`config.mk`:
```
export PLATFORM = sky130hd
export DESIGN_NAME = dualpol_uart
export DESIGN_NICKNAME = d
export VERILOG_FILES = /design/src/rtl/dualpol_uart_pkg.sv /design/src/rtl/dualpol_uart_ctrl.sv /design/src/rtl/dualpol_uart_dp.sv /design/src/rtl/dualpol_uart.sv
export SDC_FILE = /design/constraint.sdc
export NUM_CORES = 1
export LEC_CHECK = 0
export ABC_AREA = 1
export BUFFER_PORTS_ARGS = -buffer_cell sky130_fd_sc_hd__clkbuf_2
export CAP_MARGIN = 20
export CORE_UTILIZATION = 36
export DETAILED_ROUTE_END_ITERATION = 16
export PLACE_DENSITY_LB_ADDON = 0.2
export SLEW_MARGIN = 25
export SYNTH_ARGS = -nofsm -noshare
export SYNTH_HDL_FRONTEND = slang
export SYNTH_SLANG_ARGS = --single-unit
```
`constraint.sdc`:
```
create_clock -name clk -period 1.3 [get_ports clk]
set_input_delay 0.26 -clock clk [delete_from_list [all_inputs] [get_ports clk]]
set_output_delay 0.26 -clock clk [all_outputs]
set_load 0.01 [all_outputs]
```
`src/rtl/dualpol_uart_pkg.sv`:
```
package dualpol_uart_pkg;

  // Position inside a character frame, shared by both directions
  typedef enum logic [2:0] {
    PH_IDLE   = 3'd0,
    PH_START  = 3'd1,
    PH_DATA   = 3'd2,
    PH_PARITY = 3'd3,
    PH_STOP   = 3'd4
  } phase_e;

  // Strobes from the sequencer to the datapath
  typedef struct packed {
    logic   txLoad;    // capture the outgoing byte and its parity
    logic   txShift;   // advance to the next data bit
    phase_e txPhase;   // which level the output shows
    logic   rxClear;   // start confirmed, clear per-frame error state
    logic   rxShift;   // take a data bit
    logic   rxParity;  // compare the parity bit
    logic   rxStop;    // check a stop bit
    logic   rxDone;    // last stop bit sampled, publish the byte
  } strobe_t;

endpackage

```
`src/rtl/dualpol_uart_ctrl.sv`:
```
module dualpol_uart_ctrl
  import dualpol_uart_pkg::*;
#(
  parameter int DATA_W = 8,
  parameter int OVS    = 16
) (
  input  logic    clk,
  input  logic    rstN,
  input  logic    baudTick,
  input  logic    cfgParityEn,
  input  logic    cfgTwoStop,
  input  logic    txValid,
  output logic    txReady,
  input  logic    rxLine,
  input  logic    rxFell,
  output strobe_t strb
);

  localparam int CNT_W = $clog2(OVS);
  localparam int BIT_W = $clog2(DATA_W);
  localparam logic [CNT_W-1:0] CNT_LAST = CNT_W'(OVS - 1);
  localparam logic [CNT_W-1:0] CNT_MID  = CNT_W'(OVS / 2 - 1);
  localparam logic [BIT_W-1:0] BIT_LAST = BIT_W'(DATA_W - 1);

  phase_e           txPh, rxPh;
  logic [CNT_W-1:0] txCnt, rxCnt;
  logic [BIT_W-1:0] txBit, rxBit;
  logic             txAccept, txEnd, txLastStop;
  logic             rxMid, rxSample, rxLastStop;

  assign txReady    = (txPh == PH_IDLE);
  assign txAccept   = txValid && txReady;
  assign txEnd      = baudTick && (txCnt == CNT_LAST) && (txPh != PH_IDLE);
  assign txLastStop = (txPh == PH_STOP) && !(cfgTwoStop && (txBit == '0));

  // Transmit sequencer
  always_ff @(posedge clk) begin
    if (!rstN) begin
      txPh  <= PH_IDLE;
      txCnt <= '0;
      txBit <= '0;
    end else if (txAccept) begin
      txPh  <= PH_START;
      txCnt <= '0;
      txBit <= '0;
    end else if ((txPh != PH_IDLE) && baudTick) begin
      if (txCnt != CNT_LAST) begin
        txCnt <= txCnt + 1'b1;
      end else begin
        txCnt <= '0;
        case (txPh)
          PH_START: begin
            txPh  <= PH_DATA;
            txBit <= '0;
          end
          PH_DATA: begin
            if (txBit == BIT_LAST) begin
              txPh  <= cfgParityEn ? PH_PARITY : PH_STOP;
              txBit <= '0;
            end else begin
              txBit <= txBit + 1'b1;
            end
          end
          PH_PARITY: begin
            txPh  <= PH_STOP;
            txBit <= '0;
          end
          PH_STOP: begin
            if (txLastStop) txPh <= PH_IDLE;
            else            txBit <= txBit + 1'b1;
          end
          default: txPh <= PH_IDLE;
        endcase
      end
    end
  end

  assign rxMid      = baudTick && (rxPh == PH_START) && (rxCnt == CNT_MID);
  assign rxSample   = baudTick && (rxPh inside {PH_DATA, PH_PARITY, PH_STOP})
                      && (rxCnt == CNT_LAST);
  assign rxLastStop = (rxPh == PH_STOP) && !(cfgTwoStop && (rxBit == '0));

  // Receive sequencer
  always_ff @(posedge clk) begin
    if (!rstN) begin
      rxPh  <= PH_IDLE;
      rxCnt <= '0;
      rxBit <= '0;
    end else begin
      case (rxPh)
        PH_IDLE: begin
          if (rxFell) begin
            rxPh  <= PH_START;
            rxCnt <= '0;
          end
        end
        PH_START: begin
          if (baudTick) begin
            if (rxCnt == CNT_MID) begin
              rxCnt <= '0;
              rxBit <= '0;
              rxPh  <= rxLine ? PH_IDLE : PH_DATA;
            end else begin
              rxCnt <= rxCnt + 1'b1;
            end
          end
        end
        default: begin
          if (baudTick) begin
            if (rxCnt != CNT_LAST) begin
              rxCnt <= rxCnt + 1'b1;
            end else begin
              rxCnt <= '0;
              case (rxPh)
                PH_DATA: begin
                  if (rxBit == BIT_LAST) begin
                    rxPh  <= cfgParityEn ? PH_PARITY : PH_STOP;
                    rxBit <= '0;
                  end else begin
                    rxBit <= rxBit + 1'b1;
                  end
                end
                PH_PARITY: begin
                  rxPh  <= PH_STOP;
                  rxBit <= '0;
                end
                PH_STOP: begin
                  if (rxLastStop) rxPh <= PH_IDLE;
                  else            rxBit <= rxBit + 1'b1;
                end
                default: rxPh <= PH_IDLE;
              endcase
            end
          end
        end
      endcase
    end
  end

  always_comb begin
    strb          = '0;
    strb.txLoad   = txAccept;
    strb.txShift  = txEnd && (txPh == PH_DATA);
    strb.txPhase  = txPh;
    strb.rxClear  = rxMid && !rxLine;
    strb.rxShift  = rxSample && (rxPh == PH_DATA);
    strb.rxParity = rxSample && (rxPh == PH_PARITY);
    strb.rxStop   = rxSample && (rxPh == PH_STOP);
    strb.rxDone   = rxSample && rxLastStop;
  end

endmodule

```
`src/rtl/dualpol_uart_dp.sv`:
```
module dualpol_uart_dp
  import dualpol_uart_pkg::*;
#(
  parameter int DATA_W      = 8,
  parameter int SYNC_STAGES = 2
) (
  input  logic              clk,
  input  logic              rstN,
  input  strobe_t           strb,
  input  logic              cfgMsbFirst,
  input  logic              cfgParityOdd,
  input  logic              cfgDataInv,
  input  logic              cfgLineInv,
  input  logic [DATA_W-1:0] txData,
  output logic              txd,
  input  logic              rxd,
  input  logic              rxRead,
  output logic              rxLine,
  output logic              rxFell,
  output logic [DATA_W-1:0] rxData,
  output logic              rxValid,
  output logic              rxParityErr,
  output logic              rxFrameErr,
  output logic              rxOverrun
);

  logic [DATA_W-1:0]      dataMask;
  logic [DATA_W-1:0]      txWord, txSr, rxSr;
  logic                   txPar, txRaw;
  logic [SYNC_STAGES-1:0] syncQ;
  logic                   rxPrev, parBad, stopBad;

  assign dataMask = {DATA_W{cfgDataInv}};
  assign txWord   = txData ^ dataMask;

  // Transmit shifter; parity covers the bits as they go on the line
  always_ff @(posedge clk) begin
    if (!rstN) begin
      txSr  <= '0;
      txPar <= 1'b0;
    end else if (strb.txLoad) begin
      txSr  <= txWord;
      txPar <= (^txWord) ^ cfgParityOdd;
    end else if (strb.txShift) begin
      txSr  <= cfgMsbFirst ? {txSr[DATA_W-2:0], 1'b0} : {1'b0, txSr[DATA_W-1:1]};
    end
  end

  always_comb begin
    case (strb.txPhase)
      PH_START:  txRaw = 1'b0;
      PH_DATA:   txRaw = cfgMsbFirst ? txSr[DATA_W-1] : txSr[0];
      PH_PARITY: txRaw = txPar;
      default:   txRaw = 1'b1;
    endcase
  end

  assign txd = txRaw ^ cfgLineInv;

  // Input correction ahead of the synchroniser, so a polarity switch
  // and the matching pin change cannot produce a false edge
  generate
    if (SYNC_STAGES == 1) begin : g_sync_one
      always_ff @(posedge clk) begin
        if (!rstN) syncQ <= '1;
        else       syncQ <= rxd ^ cfgLineInv;
      end
    end else begin : g_sync_chain
      always_ff @(posedge clk) begin
        if (!rstN) syncQ <= '1;
        else       syncQ <= {syncQ[SYNC_STAGES-2:0], rxd ^ cfgLineInv};
      end
    end
  endgenerate

  assign rxLine = syncQ[SYNC_STAGES-1];
  assign rxFell = rxPrev && !rxLine;

  always_ff @(posedge clk) begin
    if (!rstN) rxPrev <= 1'b1;
    else       rxPrev <= rxLine;
  end

  // Receive shifter and per-frame error state
  always_ff @(posedge clk) begin
    if (!rstN) begin
      rxSr    <= '0;
      parBad  <= 1'b0;
      stopBad <= 1'b0;
    end else begin
      if (strb.rxShift)
        rxSr <= cfgMsbFirst ? {rxSr[DATA_W-2:0], rxLine} : {rxLine, rxSr[DATA_W-1:1]};
      if (strb.rxClear) begin
        parBad  <= 1'b0;
        stopBad <= 1'b0;
      end else begin
        if (strb.rxParity) parBad  <= rxLine ^ (^rxSr) ^ cfgParityOdd;
        if (strb.rxStop && !rxLine) stopBad <= 1'b1;
      end
    end
  end

  // Read port
  always_ff @(posedge clk) begin
    if (!rstN) begin
      rxData      <= '0;
      rxValid     <= 1'b0;
      rxParityErr <= 1'b0;
      rxFrameErr  <= 1'b0;
      rxOverrun   <= 1'b0;
    end else if (strb.rxDone) begin
      rxData      <= rxSr ^ dataMask;
      rxValid     <= 1'b1;
      rxParityErr <= parBad;
      rxFrameErr  <= stopBad || !rxLine;
      rxOverrun   <= rxValid && !rxRead;
    end else if (rxRead && rxValid) begin
      rxValid     <= 1'b0;
      rxParityErr <= 1'b0;
      rxFrameErr  <= 1'b0;
      rxOverrun   <= 1'b0;
    end
  end

endmodule

```
`src/rtl/dualpol_uart.sv`:
```
module dualpol_uart
  import dualpol_uart_pkg::*;
#(
  parameter int DATA_W      = 8,
  parameter int OVS         = 16,
  parameter int SYNC_STAGES = 2
) (
  input  logic              clk,
  input  logic              rstN,
  input  logic              baudTick,
  input  logic              cfgMsbFirst,
  input  logic              cfgParityEn,
  input  logic              cfgParityOdd,
  input  logic              cfgTwoStop,
  input  logic              cfgDataInv,
  input  logic              cfgLineInv,
  input  logic [DATA_W-1:0] txData,
  input  logic              txValid,
  output logic              txReady,
  output logic              txd,
  input  logic              rxd,
  output logic [DATA_W-1:0] rxData,
  output logic              rxValid,
  input  logic              rxRead,
  output logic              rxParityErr,
  output logic              rxFrameErr,
  output logic              rxOverrun
);

  strobe_t strb;
  logic    rxLine, rxFell;

  dualpol_uart_ctrl #(.DATA_W(DATA_W), .OVS(OVS)) u_ctrl (
    .clk        (clk),
    .rstN       (rstN),
    .baudTick   (baudTick),
    .cfgParityEn(cfgParityEn),
    .cfgTwoStop (cfgTwoStop),
    .txValid    (txValid),
    .txReady    (txReady),
    .rxLine     (rxLine),
    .rxFell     (rxFell),
    .strb       (strb)
  );

  dualpol_uart_dp #(.DATA_W(DATA_W), .SYNC_STAGES(SYNC_STAGES)) u_dp (
    .clk         (clk),
    .rstN        (rstN),
    .strb        (strb),
    .cfgMsbFirst (cfgMsbFirst),
    .cfgParityOdd(cfgParityOdd),
    .cfgDataInv  (cfgDataInv),
    .cfgLineInv  (cfgLineInv),
    .txData      (txData),
    .txd         (txd),
    .rxd         (rxd),
    .rxRead      (rxRead),
    .rxLine      (rxLine),
    .rxFell      (rxFell),
    .rxData      (rxData),
    .rxValid     (rxValid),
    .rxParityErr (rxParityErr),
    .rxFrameErr  (rxFrameErr),
    .rxOverrun   (rxOverrun)
  );

endmodule

```
; ---- Yosys cells after proc, flatten, opt, wreduce, memory -nomap -nowiden
; Index checks and enable logic that the tools add are counted.
[op_classes]
shifts = 0
n_addsub = 4
multipliers = 0
n_eq_ne = 29
reduce_logical = 50
bitwise_logic = 10
magnitude_cmp = 0
div_mod_pow = 0
n_mux = 46
[ops]
columns = cell, count
row1 = 3-bit two-way mux, 18
row2 = 8-bit two-way mux, 4
row3 = 3-bit case mux with 3 select lines, 3
row4 = 4-bit two-way mux, 6
row5 = 1-bit logical AND, 22
row6 = 8-bit parity, 2
row7 = 8-bit XOR, 2
row8 = "3-bit by 2-bit equality test with 1-bit output, second input constant", 4
row9 = "3-bit equality test, second input constant", 4
row10 = 3-bit zero test, 4
row11 = 3-bit case mux with 2 select lines, 2
row12 = 3-bit case mux with 4 select lines, 1
row13 = 4-bit AND reduction, 3
row14 = 1-bit two-way mux, 9
row15 = 3-bit nonzero test, 3
row16 = "4-bit by 1-bit adder with 4-bit output, second input constant", 2
row17 = "4-bit equality test, second input constant", 2
row18 = "2-bit by 1-bit inequality test with 1-bit output, second input constant", 4
row19 = "2-bit inequality test, second input constant", 4
row20 = "4-bit inequality test, second input constant", 2
row21 = 4-bit case mux with 2 select lines, 1
row22 = 2-bit nonzero test, 4
row23 = 7-bit AND reduction, 1
row24 = "3-bit by 1-bit adder with 3-bit output, second input constant", 2
row25 = other kinds (17), 30
[word_totals]
ram_bits = 0
mem_count = 0
latchBits = 0
output_inout_bits = 14
wordCells = 158
romBits = 0
register_bits = 54
input_bits = 20

; ---- Depth between registers and ports, before layout
[depth]
word_depth = 9
ltp_mapped = 13
mapped_depth_nobuf = 12

; ---- Hierarchy
; From an unflattened synthesis, not the netlist that was laid out.
[unflattened]
hier_cells = 531
area_unflattened_um2 = 3414.5
[modules_own_cells]
columns = module, seq_area_each_um2, cells_per_inst, n_inst, area_per_inst_um2
row1 = dualpol_uart_dp, 680.7, 323, 1, 2031.9
row2 = dualpol_uart_ctrl, 400.4, 208, 1, 1382.6

; ---- Worst setup path after synthesis
; No wires, ideal clock.
[synth_path]
path_kind = reg-to-reg
from = register u_ctrl.rxCnt[0]
to = register u_ctrl.rxPh[2]
path_stages_with_launch = 11
n_path_buf = 0
path_slack_ns = -0.091
required_ns = 1.171
synth_period_minus_slack_ns = 1.391
setup_ns = 0.129
t_arrival_ns = 1.263
path_cell_list = dfxtp_1 > ha_1 > nand2_1 > inv_1 > nand2_1 > a21oi_1 > nand2_2 > nor2_2 > nand2_1 > o21ai_1 > nor2_1
[synth_via]
elab_chain_cells = 3
word_cells_on_any_way = 5
cone_classes = eq/ne: 4 / reduce/logical: 1
[synth_rtl]
columns = element, line_no
row1 = from (decl), dualpol_uart_ctrl.sv:26  ; logic [CNT_W-1:0] txCnt, rxCnt;
row2 = from (signal assigned), dualpol_uart_ctrl.sv:104  ; rxCnt <= rxCnt + 1'b1;
row3 = from (signal assigned), dualpol_uart_ctrl.sv:111  ; rxCnt <= rxCnt + 1'b1;
row4 = 4-bit inequality test / 4-bit by 3-bit equality test with 1-bit output (equally long branches), "dualpol_uart_ctrl.sv:110, dualpol_uart_ctrl.sv:99"
row5 = 3-bit by 2-bit inequality test with 1-bit output (no line) / 2-bit inequality test (equally long branches), --
row6 = 7-bit AND reduction (no line) (*), --
row7 = to (signal assigned), dualpol_uart_ctrl.sv:102  ; rxPh <= rxLine ? PH_IDLE : PH_DATA;
row8 = to (signal assigned), dualpol_uart_ctrl.sv:117  ; rxPh <= cfgParityEn ? PH_PARITY : PH_STOP;
row9 = to (decl), dualpol_uart_ctrl.sv:25  ; phase_e txPh, rxPh;
; Mark *: on every way between the ends. The rest lies on a longest branch, timed or not.
; A chain may end at the register's enable or synchronous reset.

; ---- Final worst setup path
[layout_path]
from = register u_ctrl.txPh[2]
to = output txd
[layout_via]
elab_chain_cells = 3
word_cells_on_any_way = 5
cone_classes = eq/ne: 3 / mux: 1 / bitwise: 1
[layout_rtl]
columns = element, line_no
row1 = from (decl), dualpol_uart_ctrl.sv:25
row2 = from (signal assigned), dualpol_uart_ctrl.sv:58  ; txPh <= cfgParityEn ? PH_PARITY : PH_STOP;
row3 = 3-bit by 2-bit equality test with 1-bit output / 3-bit by 1-bit equality test with 1-bit output (equally long branches), dualpol_uart_dp.sv:50  ; case (strb.txPhase)
row4 = 1-bit case mux with 3 select lines (*), dualpol_uart_dp.sv:50
row5 = 1-bit XOR (*), dualpol_uart_dp.sv:58  ; assign txd = txRaw ^ cfgLineInv;
row6 = to (decl), dualpol_uart.sv:20  ; output logic txd,
; Marked as above.

==> flow_summary.toml <==
[run_status]
status = "complete, but fails checks"
violations = "negative setup slack"

[drt]
wire_per_inst_um = 13.0
via_per_inst = 4.95
drt_iter0_drc = 80
drt-total-wl_um = 9260
num_vias = 3521
drc = 0
dr.pass1.iters = 4
drtAntennaViolNets = 0

[floorplan]
die_w_um = 96.8
die_area_um2 = 9370
initial_utilization_pct = 37.1
ios = 34
core_area_um2 = 8720
die_h_um = 96.8
rows = 34

[place]
dpl.cell_count = 674
hpwl_um = 5960
port_buffers = 33
gp_congestion = 0.846
dpl_worst_slack_ps = -154

[clocking]
cts.clk_slew.worst_paths_ps = 100
cts-root-buf = "clkbuf_8"
numCtsBuffers = 5
clk_latency_ps = 320
cts_tree = "done"
h-tree-depth = 2
cts_max_path_buffers = 2
cts_num_sinks = 54

[setup_path]
cp.arrival_ps = 1380
cp_cell_sequence = "inv_4, nand2_4, nor2_4, inv_2, o21ai_2, xor2_1, buf_2"
r2r-start = "u_ctrl.txPh[0]"
max_stage_delay_ps = 350
crit_start = "u_ctrl.txPh[2]"
cp_top_family = "flip-flops"
crit_type = "reg2out"
cp_max_fo = 4
slowest_stage = "dfxtp_2"
crit_path_start_kind = "flop"
end_kind = "primary output"
crit_required_ps = 1040
crit_buf_inv = 3

[layout]
nNetsFinal = 631
antennaDiodeCount = 0
fin_util_pct = 57.2
seq_area_um2 = 1110
layout-drive-gt1-share_pct = 47.0
fill_cells = 803
multi_input_area_um2 = 2400
syn_to_final_growth_pct = 54.1
finalNonFillerCells = 712

[yosys]
ys_types = 40
yosys.area.top_type = "dfxtp_1"
synth.ff_latch_count = 54
ys_seq_area_share_pct = 33.4
synth_area_leaders = "dfxtp_1 33%, nand2_1 15%, a21oi_1 6.5%, inv_1 6.1%, o21ai_1 4.6%"
ys_async_sr_fraction_pct = 0
yosysTopAreaCellShare_pct = 33.4
synth_edf_count = 0
synth_cells = 482
yosys_warnings = 0
syn_area_um2 = 3240
synth_nets = 510
avgSynthCellArea_um2 = 6.72
ys.flop_type = "dfxtp_1"

[pwr]
power.density_nw_per_um2 = 1110
ir_drop_mv = 0.476
finalPower_mw = 5.54
power.leakage_nw = 2.18

[timing]
period_minus_slack_ps = 1640
finClkSkew_ps = 8.76
slew_headroom_pct = 75.3
rsz0062_at_grt = "true"
max_freq_mhz = 610
maxSlewViolCount = 0
layout_setup_ws_ps = -340
hold_viol_final = 0
setup_viol = 48
worst_pin_slew_ps = 366
finalCritPeriodShare_pct = 126

[run]
drv_cap = 0

[grt]
grtUsageTotal_pct = 19.2
grt_pass1_wl_um = 15100
overflow = 0
grt_pass1_vias = 3327
antenna_found_initial = 0
grt_max_degree = 18

[hold_path]
min_from = "rxd"
hp-class = "in2reg"
-- cells by family (layout without fill, tap and decap cells) --
family	after synthesis	after routing	share of synthesized area, %
XOR/XNOR	16	16	4.33
flip-flops	54	54	33.4
AO/OA/AOI/OAI	110	110	18.2
buffers and inverters	76	196	10.3
AND/OR/NAND/NOR	214	216	29.2
multiplexers	4	4	1.39
adder cells (fa/ha/maj)	8	8	3.09
-- layout make-up --
class	instances	share of cell area, %
Sequential cell	54	22.2
Clock inverter	3	0.426
Timing Repair inverter	1	0.226
Clock buffer	5	1.38
Timing Repair Buffer	125	19.6
Inverter	62	5.27
Multi-Input combinational cell	354	48.2
Tap cell	108	2.71
-- report_power, final --
part	leakage [nW]	total [mW]	internal (mW)	switching, mW
Sequential	0.444	1.93	1.80	0.130
Clock	0.0441	0.999	0.381	0.618
Combinational	1.69	2.62	1.27	1.35
Total	2.18	5.54	3.45	2.10
-- final timing paths --
kind	endpoint	slack (ps)	depth (start not counted)
min	u_dp.syncQ[0]	180	3
max reg2reg	u_dp.txSr[2]	-240	10
min reg2reg	u_dp.syncQ[1]	420	1
max	txd	-340	7
-- worst min-delay path, cell delays in order --
cell,delay [ps]
clkbuf_2,80
xnor2_1,70
nand2_1,50
-- registers in the layout (all words and copies together), names as in the netlist, 3 cells and up --
register / cells
u_ctrl.txBit: 3
u_ctrl.rxCnt: 4
u_ctrl.rxPh: 3
u_dp.txSr: 8
u_ctrl.txPh: 3
u_dp.rxSr: 8
u_ctrl.rxBit: 3
u_ctrl.txCnt: 4
u_dp.rxData: 8
-- cells in the mapped netlist (all sizes together) (3+ instances only) --
cell type,n
nand2,138
inv,62
dfxtp,54
o21ai,54
a21oi,45
nor2,42
nand3,15
buf,10
nor3,9
ha,8
xnor2,8
xor2,8
a31oi,5
nand4,5
clkbuf,4
mux2,4
a211oi,3
-- routing by layer --
| layer | up-vias | global-route usage [%] | share of wire, % |
|---|---|---|---|
| met5 | - | 0 | 0 |
| met4 | 0 | 5.86 | 1.6 |
| met3 | 13 | 2.24 | 2.5 |
| met2 | 55 | 34.8 | 51 |
| met1 | 1644 | 23.6 | 44 |
| li1 | 1809 | - | - |
-- placed cells by master, fill, tap and decap left out, types with 16 or more instances in the layout --
master	netlist	routed
a21oi_1	42	16
a21oi_2	3	26
buf_4	2	73
clkbuf_2	0	32
dfxtp_1	54	42
inv_1	53	44
nand2_1	128	114
nor2_1	36	27
o21ai_0	23	19
o21ai_2	1	18
-- repair_timing --
| action | 4_1_cts | 5_1_grt |
|---|---|---|
| setup buffers | 13 | 13 |
| pin swaps | 30 | 27 |
| setup endpoints to repair | 49 | 53 |
| hold buffers | 0 | 0 |
| cloned | 4 | 0 |
| gates resized for setup | 104 | 63 |
-- stage by stage --
step                setup TNS, ps  hold WS (ps)  area, um2
finish                      -5710           177       4990
global route                -9410           174       4990
CTS                         -4600           175       4620
detailed placement          -3800           403       4000
global placement            -2940           395       4000
floorplan                    -158           369       3290
No activity file was read; power rests on OpenSTA's default activity.
